--- src/rtl/ibuf_pkg.sv ---
package ibuf_pkg;

  // One sampled set of processor and panel control inputs
  typedef struct packed {
    logic rd;
    logic hold;
    logic run;
    logic step;
  } ctl_t;

  localparam int unsigned DEF_ADDR_W     = 16;
  localparam int unsigned DEF_PORT_W     = 8;
  localparam int unsigned DEF_SENSE_PORT = 255;

endpackage

--- src/rtl/ibuf_rst_sync.sv ---
module ibuf_rst_sync #(
  parameter int unsigned STAGES = 2
) (
  input  logic clk,
  input  logic arst_n,
  output logic rst_n_sync
);

  logic [STAGES-1:0] chain_q;
  logic [STAGES-1:0] chain_d;

  generate
    if (STAGES == 1) begin : g_one
      assign chain_d = 1'b1;
    end else begin : g_many
      assign chain_d = {chain_q[STAGES-2:0], 1'b1};
    end
  endgenerate

  always_ff @(posedge clk or negedge arst_n) begin
    if (!arst_n) chain_q <= '0;
    else         chain_q <= chain_d;
  end

  assign rst_n_sync = chain_q[STAGES-1];

endmodule

--- src/rtl/ibuf_in_stage.sv ---
module ibuf_in_stage
  import ibuf_pkg::*;
#(
  parameter int unsigned ADDR_W = DEF_ADDR_W,
  parameter int unsigned PORT_W = DEF_PORT_W
) (
  input  logic              clk,
  input  logic              rst_n,
  input  ctl_t              ctl_in,
  input  logic              in_cycle,
  input  logic              status_strobe,
  input  logic [ADDR_W-1:0] addr,
  output ctl_t              ctl_q,
  output logic              stat_q,
  output logic [PORT_W-1:0] port_q
);

  ctl_t              ctl_d;
  logic              stat_d;
  logic              stat_en;
  logic [PORT_W-1:0] port_d;

  always_comb begin
    ctl_d   = ctl_in;
    port_d  = addr[PORT_W-1:0];
    stat_en = status_strobe;
    stat_d  = stat_en ? in_cycle : stat_q;
  end

  always_ff @(posedge clk or negedge rst_n) begin
    if (!rst_n) begin
      ctl_q  <= '0;
      stat_q <= 1'b0;
      port_q <= '0;
    end else begin
      ctl_q  <= ctl_d;
      stat_q <= stat_d;
      port_q <= port_d;
    end
  end

endmodule

--- src/rtl/ibuf_port_match.sv ---
module ibuf_port_match #(
  parameter int unsigned PORT_W     = 8,
  parameter int unsigned SENSE_PORT = 255
) (
  input  logic [PORT_W-1:0] port_q,
  output logic              hit
);

  localparam logic [PORT_W-1:0] TARGET = PORT_W'(SENSE_PORT);

  logic [PORT_W-1:0] bit_eq;

  generate
    for (genvar i = 0; i < PORT_W; i++) begin : g_bit
      assign bit_eq[i] = ~(port_q[i] ^ TARGET[i]);
    end
  endgenerate

  assign hit = &bit_eq;

endmodule

--- src/rtl/ibuf_gate.sv ---
module ibuf_gate
  import ibuf_pkg::*;
(
  input  ctl_t ctl_q,
  input  logic stat_q,
  input  logic port_hit,
  output logic buf_en,
  output logic sense_dis_n
);

  logic xfer_req;
  logic mode_ok;
  logic sense_rd;

  always_comb begin
    xfer_req    = ctl_q.rd | ctl_q.hold;
    mode_ok     = ctl_q.run | ctl_q.step;
    sense_rd    = ctl_q.rd & stat_q & port_hit;
    sense_dis_n = ~sense_rd;
    buf_en      = xfer_req & mode_ok & sense_dis_n;
  end

endmodule

--- src/rtl/ibuf_enable_ctl.sv ---
module ibuf_enable_ctl
  import ibuf_pkg::*;
#(
  parameter int unsigned ADDR_W     = DEF_ADDR_W,
  parameter int unsigned PORT_W     = DEF_PORT_W,
  parameter int unsigned SENSE_PORT = DEF_SENSE_PORT,
  parameter int unsigned RST_STAGES = 2
) (
  input  logic              clk,
  input  logic              arst_n,
  input  logic              rd_strobe,
  input  logic              hold_ack,
  input  logic              run_mode,
  input  logic              step_mode,
  input  logic              in_cycle,
  input  logic              status_strobe,
  input  logic [ADDR_W-1:0] addr,
  output logic              buf_en,
  output logic              sense_dis_n
);

  logic              rst_n_sync;
  ctl_t              ctl_in;
  ctl_t              ctl_q;
  logic              stat_q;
  logic [PORT_W-1:0] port_q;
  logic              port_hit;

  assign ctl_in = '{rd: rd_strobe, hold: hold_ack, run: run_mode, step: step_mode};

  ibuf_rst_sync #(.STAGES(RST_STAGES)) u_rst (
    .clk        (clk),
    .arst_n     (arst_n),
    .rst_n_sync (rst_n_sync)
  );

  ibuf_in_stage #(.ADDR_W(ADDR_W), .PORT_W(PORT_W)) u_in (
    .clk           (clk),
    .rst_n         (rst_n_sync),
    .ctl_in        (ctl_in),
    .in_cycle      (in_cycle),
    .status_strobe (status_strobe),
    .addr          (addr),
    .ctl_q         (ctl_q),
    .stat_q        (stat_q),
    .port_q        (port_q)
  );

  ibuf_port_match #(.PORT_W(PORT_W), .SENSE_PORT(SENSE_PORT)) u_match (
    .port_q (port_q),
    .hit    (port_hit)
  );

  ibuf_gate u_gate (
    .ctl_q       (ctl_q),
    .stat_q      (stat_q),
    .port_hit    (port_hit),
    .buf_en      (buf_en),
    .sense_dis_n (sense_dis_n)
  );

endmodule

--- config.mk ---
export PLATFORM = sky130hd
export DESIGN_NAME = ibuf_enable_ctl
export DESIGN_NICKNAME = d
export VERILOG_FILES = /design/src/rtl/ibuf_pkg.sv /design/src/rtl/ibuf_rst_sync.sv /design/src/rtl/ibuf_in_stage.sv /design/src/rtl/ibuf_port_match.sv /design/src/rtl/ibuf_gate.sv /design/src/rtl/ibuf_enable_ctl.sv
export SDC_FILE = /design/constraint.sdc
export NUM_CORES = 1
export LEC_CHECK = 0
export ABC_AREA = 1
export ABC_CLOCK_PERIOD_IN_PS = 1100
export CAP_MARGIN = 20
export CORE_AREA = 2 2 39 41
export DETAILED_ROUTE_END_ITERATION = 10
export DIE_AREA = 0 0 41 43
export DONT_BUFFER_PORTS = 1
export PLACE_DENSITY = 0.48
export SLEW_MARGIN = 40
export SYNTH_ARGS = -nofsm -noshare
export SYNTH_HDL_FRONTEND = slang
export SYNTH_SLANG_ARGS = --single-unit
--- constraint.sdc ---
create_clock -name clk -period 1.1 [get_ports clk]
set_input_delay 0.22 -clock clk [delete_from_list [all_inputs] [get_ports clk]]
set_output_delay 0.22 -clock clk [all_outputs]
set_load 0.03 [all_outputs]
==> metrics.csv <==
metric,value,unit
setup slack at placement,0.0568,ns
DR vias,276,
overall die height,43,um
sequential fraction of design power,61.9,%
Die Area,1760,um2
largest driver fanout on the critical path,2,
Ys Warns,0,
Final setup violation count,2,
setup skew after layout,0.00202,ns
routed wire length,630,um
required time reported for the critical path endpoint,0.88,ns
run status,finished with violations,
final hold vios,0,
post-detailed-route DRC marker count,0,
"CTS clk-pin slew, worst paths",0.08,ns
count of distinct cell types in the synthesized netlist,8,
violation count after the first detailed-route iteration,1,
maxcap violations,0,
Worst-Skew Late Latency,0.27,ns
reported leakage power,0.303,nW
cell family contributing the most delay on the critical path,flip-flops,
critical path buffer and inverter count,1,
total half-perimeter wirelength after legalization and detailed placement,463,um
cell area after synthesis,454,um2
I/O pin count,26,
area grow syn2layout,48.5,%
max incr delay on CP,0.33,ns
type of element launching the critical path,flip-flop,
Synth top area share,82.6,%
"leading cell type in the layout, fill and taps excluded",dfrtp_1,
slowest library cell on the worst path,dfrtp_1,
# clock sinks,15,
remaining antenna violation count,0,
power per unit of standard cell area,1430,nW/um2
gr ovfl total,0,
final weighted congestion in routability-driven placement,0.552,
switching portion of total power,19.9,%
wire length of the first global-routing pass,1120,um
core occupancy in the finished layout,48.7,%
average via count per standard cell,4.12,
Highest Clock Rate,0.781,GHz
Post-Syn Nets,55,
RSZ-0062 raised after global routing,yes,
CTS tree,built,
pin count of the biggest net entering global routing,14,
final worst slack,-0.180,ns
routed length per placed instance,9.40,um
worst min-delay path category,in -> reg,
area of the core,1380,um2
fraction of power consumed by combinational cells,8.3,%
clock network fraction of design power,29.8,%
first-pass iteration count of the detailed router,2,
chip width,41,um
final clock period utilization by the worst path,116,%
ANT cells,0,
clock tree root buffer cell,clkbuf_4,
leading cell types by total area after synthesis,"dfrtp_1 83%, nand2_1 5.0%, nor2_2 2.8%, mux2_2 2.5%, nor2_1 2.5%",
initial antenna violation count,0,
post-synthesis sequential area ratio,82.6,%
Initial Utilization,32.8,%
"leading cell types in the layout, fill and taps excluded","15 x dfrtp_1, 13 x dlygate4sd3_1, 5 x nand2_1",
Nets,76,
"flops & latches, synth",15,
Final min period,1.28,ns
Buffers on Ports,0,
cell-internal power,772,uW
critical setup path kind,reg -> out,
Max rail drop VDD,0.672,mV
Overall Power,963,uW
Critical Path End Type,output port,
Total Routing Usage GR,10.4,%
max-slew violations,0,
via count of the first global-routing pass,291,
TritonCTS buffer count,3,
worst path cell trace,"nand2_1, nor2_2, nand3_4, buf_6",
FP Rows,14,
library cell occupying the most area in the post-synthesis netlist,dfrtp_1,
Clock H-tree levels,1,
reported net switching power,192,uW
data arrival time of the critical path,1.06,ns
Avg Inst Size Synth,14.7,um2
failing checks,negative setup slack,
cells after synthesis,31,
ratio of cells with drive above 1 in the final layout,23.5,%
"buffers from clock root to sink, at most",2,
==> cells in the mapped netlist, drive strengths merged <==
| master | number |
|---|---|
| conb | 1 |
| dfrtp | 15 |
| inv | 2 |
| mux2 | 1 |
| nand2 | 6 |
| nand3 | 1 |
| nor2 | 5 |
==> worst reg2reg max path: cells and delay by family, from the launching register on <==
family,cells,cell delay (ns)
mux,1,0.24
flops,1,0.38
buf+inv,2,0.25
==> worst paths after layout <==
path                                  start               end  slack [ns]  cells after the start
setup reg to reg                u_in.stat_q       u_in.stat_q        0.12                      3
setup / recovery             u_in.port_q[3]       sense_dis_n       -0.18                      4
min in group asynchronous            arst_n  u_rst.chain_q[0]        0.17                      1
max in group asynchronous  u_rst.chain_q[1]    u_in.port_q[0]        0.58                      0
hold reg to reg            u_rst.chain_q[1]    u_in.port_q[3]        0.20                      0
hold / removal                     in_cycle       u_in.stat_q         0.1                      1
==> registers in the layout, summed over array words and instances (netlist names) <==
register / cells
u_in.stat_q: 1
u_in.port_q: 8
u_in.ctl_q: 4
u_rst.chain_q: 2
==> final cells by class <==
cell class                      count  area, um2
Clock buffer                        4       26.3
Fill cell                         134        709
Inverter                            2       10.0
Multi-Input combinational cell     14       86.3
Sequential cell                    15        375
Tap cell                           16       20.0
Timing Repair Buffer               16        156
==> cells by family after synthesis <==
kind of cell,Yosys count,share of synthesized area (%)
buffers and inverters,2,1.65
DFF,15,82.6
muxes,1,2.48
other,1,0.826
and+or+nand+nor,12,12.4
==> repair_timing <==
action	4_1_cts	5_1_grt
pin swaps	1	3
hold endpoints to repair	14	0
hold buffers	13	0
gates resized for setup	3	2
setup endpoints to repair	2	2
setup buffers	1	1
==> power groups by stage <==
stage,logic [mW],registers (mW),clock network [mW]
after detailed placement,0.0271,0.609,0
after global routing,0.0885,0.601,0.340
after global placement,0.0267,0.607,0
final,0.0803,0.596,0.287
after CTS,0.0719,0.597,0.302
after floorplan,0.0250,0.605,0
==> routing by layer <==
layer | track usage (%) | share of wire, %
met3 | 3.14 | 5.9
met5 | 0 | 0
met1 | 10.3 | 33
met2 | 15.6 | 59
met4 | 10.0 | 1.3
==> metrics by stage <==
stage / instances / TNS (ns) / hold WS (ns) / area [um2]
4_1_cts: 66 / -0.360 / 0.0867 / 659
6_report: 67 / -0.340 / 0.0970 / 674
5_1_grt: 67 / -0.513 / 0.0802 / 674
3_3_place_gp: 48 / 0 / -0.0755 / 489
2_1_floorplan: 31 / 0 / -0.0756 / 462
3_5_place_dp: 48 / 0 / -0.0755 / 489
No activity file was read; power rests on OpenSTA's default activity.
